`src/rtl/opd_pkg.sv`:
```
package opd_pkg;
  localparam int A_W    = 30;
  localparam int B_W    = 18;
  localparam int OPD_W  = 25;
  localparam int PROD_W = OPD_W + B_W;
  localparam int RES_W  = A_W + B_W;

  typedef enum logic [1:0] {
    OPSEL_A   = 2'b00,
    OPSEL_DPA = 2'b01,
    OPSEL_DMA = 2'b10,
    OPSEL_D   = 2'b11
  } opsel_e;
endpackage

```
`src/rtl/opd_dly_chain.sv`:
```
module opd_dly_chain #(
  parameter int W     = 8,
  parameter int DEPTH = 2
) (
  input  logic         clk,
  input  logic         rst_n,
  input  logic [1:0]   ce,
  input  logic [W-1:0] din,
  output logic [W-1:0] dout
);
  generate
    if (DEPTH == 0) begin : g_wire
      assign dout = din;
    end else begin : g_reg
      for (genvar k = 0; k < DEPTH; k++) begin : g_stg
        logic [W-1:0] src;
        logic [W-1:0] stg_n;
        logic [W-1:0] stg_q;
        if (k == 0) begin : g_first
          assign src = din;
        end else begin : g_next
          assign src = g_stg[k-1].stg_q;
        end
        always_comb begin
          stg_n = ce[k] ? src : stg_q;
        end
        always_ff @(posedge clk or negedge rst_n) begin
          if (!rst_n) stg_q <= '0;
          else        stg_q <= stg_n;
        end
      end
      assign dout = g_stg[DEPTH-1].stg_q;
    end
  endgenerate
endmodule

```
`src/rtl/opd_preadd.sv`:
```
module opd_preadd
  import opd_pkg::*;
(
  input  logic [OPD_W-1:0] a_lo_i,
  input  logic [OPD_W-1:0] d_i,
  input  logic [1:0]       mode_i,
  output logic [OPD_W-1:0] opd_o
);
  logic [OPD_W-1:0] sum_w;
  logic [OPD_W-1:0] diff_w;

  assign sum_w  = d_i + a_lo_i;
  assign diff_w = d_i - a_lo_i;

  always_comb begin
    case (opsel_e'(mode_i))
      OPSEL_A:   opd_o = a_lo_i;
      OPSEL_DPA: opd_o = sum_w;
      OPSEL_DMA: opd_o = diff_w;
      default:   opd_o = d_i;
    endcase
  end
endmodule

```
`src/rtl/opd_mul_out.sv`:
```
module opd_mul_out
  import opd_pkg::*;
(
  input  logic              clk,
  input  logic              rst_n,
  input  logic [OPD_W-1:0]  opd_i,
  input  logic [A_W-1:0]    a_i,
  input  logic [B_W-1:0]    b_i,
  input  logic              mul_i,
  output logic [RES_W-1:0]  result_o
);
  logic signed [PROD_W-1:0] prod_w;
  logic [RES_W-1:0]         res_n;

  assign prod_w = $signed({{B_W{opd_i[OPD_W-1]}}, opd_i}) *
                  $signed({{OPD_W{b_i[B_W-1]}}, b_i});

  always_comb begin
    if (mul_i) res_n = {{(RES_W-PROD_W){prod_w[PROD_W-1]}}, prod_w};
    else       res_n = {a_i, b_i};
  end

  always_ff @(posedge clk or negedge rst_n) begin
    if (!rst_n) result_o <= '0;
    else        result_o <= res_n;
  end

  a_r1_reset: assert property (@(posedge clk) !rst_n |-> result_o == '0);

  a_r8_concat: assert property (@(posedge clk) disable iff (!rst_n)
    !mul_i |=> result_o == {$past(a_i), $past(b_i)});

  a_r7_sign_ext: assert property (@(posedge clk) disable iff (!rst_n)
    mul_i |=> (result_o[RES_W-1:PROD_W-1] == '0 || result_o[RES_W-1:PROD_W-1] == '1));
endmodule

```
`src/rtl/opd_preadd_dp.sv`:
```
module opd_preadd_dp
  import opd_pkg::*;
#(
  parameter int AREG = 2,
  parameter int BREG = 2,
  parameter int DREG = 1
) (
  input  logic             clk,
  input  logic             rst_n,
  input  logic [A_W-1:0]   a_i,
  input  logic [B_W-1:0]   b_i,
  input  logic [OPD_W-1:0] d_i,
  input  logic [1:0]       mode_i,
  input  logic             mul_i,
  input  logic [1:0]       ce_a_i,
  input  logic [1:0]       ce_b_i,
  input  logic             ce_d_i,
  output logic [RES_W-1:0] result_o
);
  localparam int CTL_W = 3;

  logic [1:0]       ce_bv;
  logic [1:0]       ce_dv;
  logic [A_W-1:0]   a_q;
  logic [B_W-1:0]   b_q;
  logic [OPD_W-1:0] d_q;
  logic [CTL_W-1:0] ctl_q;
  logic [OPD_W-1:0] opd_w;
  logic             all_off;

  for (genvar k = 0; k < 2; k++) begin : g_ce
    if (k < BREG) begin : g_b_own
      assign ce_bv[k] = ce_b_i[k];
    end else begin : g_b_pad
      assign ce_bv[k] = ce_a_i[k];
    end
    if (k < DREG) begin : g_d_own
      assign ce_dv[k] = ce_d_i;
    end else begin : g_d_pad
      assign ce_dv[k] = ce_a_i[k];
    end
  end

  opd_dly_chain #(.W(A_W), .DEPTH(AREG)) u_a_chain (
    .clk(clk), .rst_n(rst_n), .ce(ce_a_i), .din(a_i), .dout(a_q));

  opd_dly_chain #(.W(B_W), .DEPTH(AREG)) u_b_chain (
    .clk(clk), .rst_n(rst_n), .ce(ce_bv), .din(b_i), .dout(b_q));

  opd_dly_chain #(.W(OPD_W), .DEPTH(AREG)) u_d_chain (
    .clk(clk), .rst_n(rst_n), .ce(ce_dv), .din(d_i), .dout(d_q));

  opd_dly_chain #(.W(CTL_W), .DEPTH(AREG)) u_ctl_chain (
    .clk(clk), .rst_n(rst_n), .ce(ce_a_i), .din({mul_i, mode_i}), .dout(ctl_q));

  opd_preadd u_preadd (
    .a_lo_i(a_q[OPD_W-1:0]), .d_i(d_q), .mode_i(ctl_q[1:0]), .opd_o(opd_w));

  opd_mul_out u_mul_out (
    .clk(clk), .rst_n(rst_n), .opd_i(opd_w), .a_i(a_q), .b_i(b_q),
    .mul_i(ctl_q[2]), .result_o(result_o));

  assign all_off = (ce_a_i == 2'b00) && (ce_b_i == 2'b00) && !ce_d_i;

  // two cycles with every enable low leave the result frozen
  a_r10_hold: assert property (@(posedge clk) disable iff (!rst_n)
    (all_off && $past(all_off)) |=> $stable(result_o));
endmodule

```
`config.mk`:
```
export PLATFORM = sky130hd
export DESIGN_NAME = opd_preadd_dp
export DESIGN_NICKNAME = d
export VERILOG_FILES = /design/src/rtl/opd_pkg.sv /design/src/rtl/opd_dly_chain.sv /design/src/rtl/opd_preadd.sv /design/src/rtl/opd_mul_out.sv /design/src/rtl/opd_preadd_dp.sv
export SDC_FILE = /design/constraint.sdc
export NUM_CORES = 2
export LEC_CHECK = 0
export BUFFER_PORTS_ARGS = -buffer_cell sky130_fd_sc_hd__buf_2
export CORE_MARGIN = 2
export CORE_UTILIZATION = 39
export CTS_BUF_LIST = sky130_fd_sc_hd__clkbuf_8
export CTS_CLUSTER_DIAMETER = 40
export DETAILED_ROUTE_END_ITERATION = 6
export PLACE_DENSITY_LB_ADDON = 0.1
export RECOVER_POWER = 100
export SLEW_MARGIN = 10
export SYNTH_ARGS = -nofsm -noshare
export SYNTH_HDL_FRONTEND = slang
export SYNTH_SLANG_ARGS = --single-unit
```
`constraint.sdc`:
```
create_clock -name clk -period 9.8 [get_ports clk]
set_input_delay 1.96 -clock clk [delete_from_list [all_inputs] [get_ports clk]]
set_output_delay 1.96 -clock clk [all_outputs]
set_load 0.05 [all_outputs]
```
==> results by group <==
Setup path
  • Crit Path Class: flop to flop
  • Critical Path Sink Type: flop
  • Launch point of the worst path: u_a_chain.dout[2]
  • Critical Path Slowest Stage Cell: fa_1
  • CP arrival: slightly below 10 ns
  • Setup crit start kind: flop
  • Reg2reg setup slack: roughly 0.29 ns
  • R2r startpoint: u_a_chain.dout[2]
  • CP max stage delay: 0.52 ns
  • Crit-path max FO: 8
  • Most numerous cell on the critical path: fa_1
  • Required @ worst endpoint: 10.21 ns

Clock tree
  • Clock Sinks: 200
  • H-Tree Depth: 4
  • Clock Tree Root: clkbuf_8
  • TritonCTS buffer count: 17
  • Hold_buf cts: 0
  • Clk buf depth: 2
  • Clock-pin slew on the worst setup and hold paths: around 0.12 ns
  • CTS tree: done
  • Clk_lat worst skew: ~0.53 ns

Cells and area
  • Layout net count: about 3500
  • Layout Utilization: 0.4418
  • Leading cell type in the layout, fill and taps excluded: inv_1
  • Commonest cells after routing, fill and taps aside: 525 x inv_1, 439 x fa_1, 329 x nand2_1
  • Non-filler instance count after layout: around 3700
  • Share of cells above drive strength 1: 0.1755
  • Synthesis-to-finish area growth: 12.40%

Timing
  • Period utilisation layout: 0.9699
  • RSZ-0062 raised after global routing: yes
  • Fmax: about 0.11 GHz
  • # setup viols final: 0
  • Crit path time final: about 9.5 ns
  • Fin. max-slew vios: ~320
  • Hold Vio Cnt, Final: 0
  • Layout Skew: between 0.02 and 0.025 ns
  • Slew HR: -2.166
  • Least-Margin Pin Slew: between 4 and 5 ns
  • Final sum of negative setup slack: 0 ns

Route
  • Max Used Layer: met4
  • Met3 wire length: 2.775 mm
  • Final wirelength: around 75 mm
  • Post-DRT Antenna Nets: 1
  • Initial DRC count: around 1200
  • Vias/cell: 5.124
  • DR vias: 18934
  • DRC: 0
  • Post-DR wirelength/cell: just over 20 µm
  • DRT met1 WL: about 34 mm
  • Routed length on met2: between 30 and 40 mm
  • 1st-pass router iterations: 5

Floorplan
  • Ports: 131
  • FP Rows: 94
  • Die footprint: 0.06822 mm²
  • Core ar.: roughly 0.066 mm²
  • Die Y-Extent: around 260 µm
  • Chip width: 261.2 µm
  • Initial core utilization: 0.3931

Synth
  • Cells after Synth: roughly 2600
  • Top cell type's share of synthesized area: 0.3430
  • Synthesized cell area: approximately 0.026 mm²
  • Synth Area per Inst: roughly 9.8 µm²
  • Area contributors post-synth: fa_1 34%, dfrtp_1 19%, inv_1 7.7%
  • Yosys warning count: 0
  • Synthesized flop and latch total: 200
  • Ys async rst share: 1.000
  • EDFF count, synth: 0
  • Synth cell types: between 70 and 80
  • Synth Flop Type: dfrtp_1
  • Area leader, netlist: fa_1
  • Post-synthesis sequential area ratio: 0.1940
  • Net Count, Synth: 3301

Global routing
  • First-pass GRT wire length: about 120 mm
  • Largest net degree at the start of global routing: 90
  • Tot GR Track Use: 0.2294
  • Vias in the first global route: between 20000 and 25000
  • Congestion Overflow GR: 0
  • Initial antenna violation count: 1

Hold path
  • Hold Crit Class: flop to flop
  • Hold wc startpoint: u_ctl_chain.g_reg.g_stg[0].stg_q[2]

Placed design
  • DP HPWL: roughly 59 mm
  • Total placed cells including tap cells: around 3600
  • Placer Congestion: approximately 0.94
  • IO buf count: 130

Status
  • Failing checks: antenna rules, capacitance limit, slew limit
  • Outcome: finished with violations

Job
  • Max-cap viol count: 5
==> critical path, delay by kind of cell, from the launching register on <==
family	cells	cell delay, ns
buf+inv	9	1.11
compound gates	9	1.84
fa+ha+maj	8	3.62
simple gates	9	1.68
mux	1	0.27
flops	1	0.40
xor+xnor	3	0.46
==> synth_stat cells, types with 6 or more instances <==
library cell	number
inv_1	527
fa_1	442
nand2_1	329
dfrtp_1	200
mux2_2	165
and2_1	162
ha_1	135
clkbuf_1	98
a21oi_1	74
nor2_1	60
xnor2_1	57
o21ai_0	48
o21ai_1	33
a21o_1	28
o21a_1	21
buf_1	19
xor2_1	17
nor3_1	15
nand3_1	14
a31oi_1	12
nand2b_1	12
a21boi_1	10
nor2b_1	9
or3_1	9
nand3b_1	8
o31ai_1	8
a211oi_1	7
a221oi_1	7
o2111ai_1	7
o21bai_1	7
o221ai_1	7
nand4_1	6
==> per-stage QoR <==
step / setup slack, ns / area, µm² / hold WS [ns]
finish: 0.2946 / 29000 / 0.4865
global route: -0.08256 / 28980 / 0.5245
CTS: 0.01918 / 28620 / 0.4987
detailed placement: 0.07585 / 28220 / 0.4762
global placement: -0.004720 / 28220 / 0.4691
floorplan: 0.2491 / 25800 / 0.4492
==> worst paths after layout <==
kind | end | depth (start not counted)
worst max-delay path | u_mul_out.result_o[36] | 39
worst min-delay path | u_ctl_chain.dout[2] | 2
worst max register to register | u_mul_out.result_o[36] | 39
worst min register to register | u_ctl_chain.dout[2] | 2
max in group asynchronous | u_b_chain.dout[10] | 2
min in group asynchronous | u_a_chain.dout[7] | 1
==> state kept, by name, summed over array words and instances (netlist names) <==
register and count:
u_b_chain.g_reg.g_stg.stg_q 18, u_a_chain.g_reg.g_stg.stg_q 30, u_a_chain.dout 30, u_d_chain.g_reg.g_stg.stg_q 25, u_b_chain.dout 18, u_d_chain.dout 25, u_ctl_chain.g_reg.g_stg.stg_q 3, u_mul_out.result_o 48
u_ctl_chain.dout 3
==> area by class of cell <==
type	count	area [µm²]
Inverter	527	1978
Fill cell	6448	36630
Sequential cell	200	5007
Clock buffer	18	247.7
Timing Repair Buffer	276	1822
Clock inverter	14	151.4
Tap cell	864	1081
Multi-Input combinational cell	1791	18700
Antenna cell	5	12.51
==> kinds of logic (layout without fill, tap and decap cells) <==
kind of cell             after synthesis  count (layout)  synth area share
AND/OR/NAND/NOR                      656             656            0.1230
other                                  0               5                 0
flip-flops                           200             200            0.1940
XOR/XNOR                              75              75           0.02575
buffers and inverters                650             835           0.09497
multiplexers                         172             172           0.07484
AO/OA/AOI/OAI                        311             311           0.07891
adder cells (fa/ha/maj)              577             577            0.4085
==> layer usage <==
layer  track usage  vias up
met2        0.3850      401
met3       0.02207       63
met4       0.04261        0
li1              -     8542
met1        0.3261     9928
met5             0        -
==> repair_timing <==
item	4_1_cts	5_1_grt
setup buffers	0	10
setup endpoints to repair	0	24
resized for setup	0	85
Power is left out: the tool's default activity adds up to more than one toggle a clock period on the data nets, which glitch-free logic cannot reach.
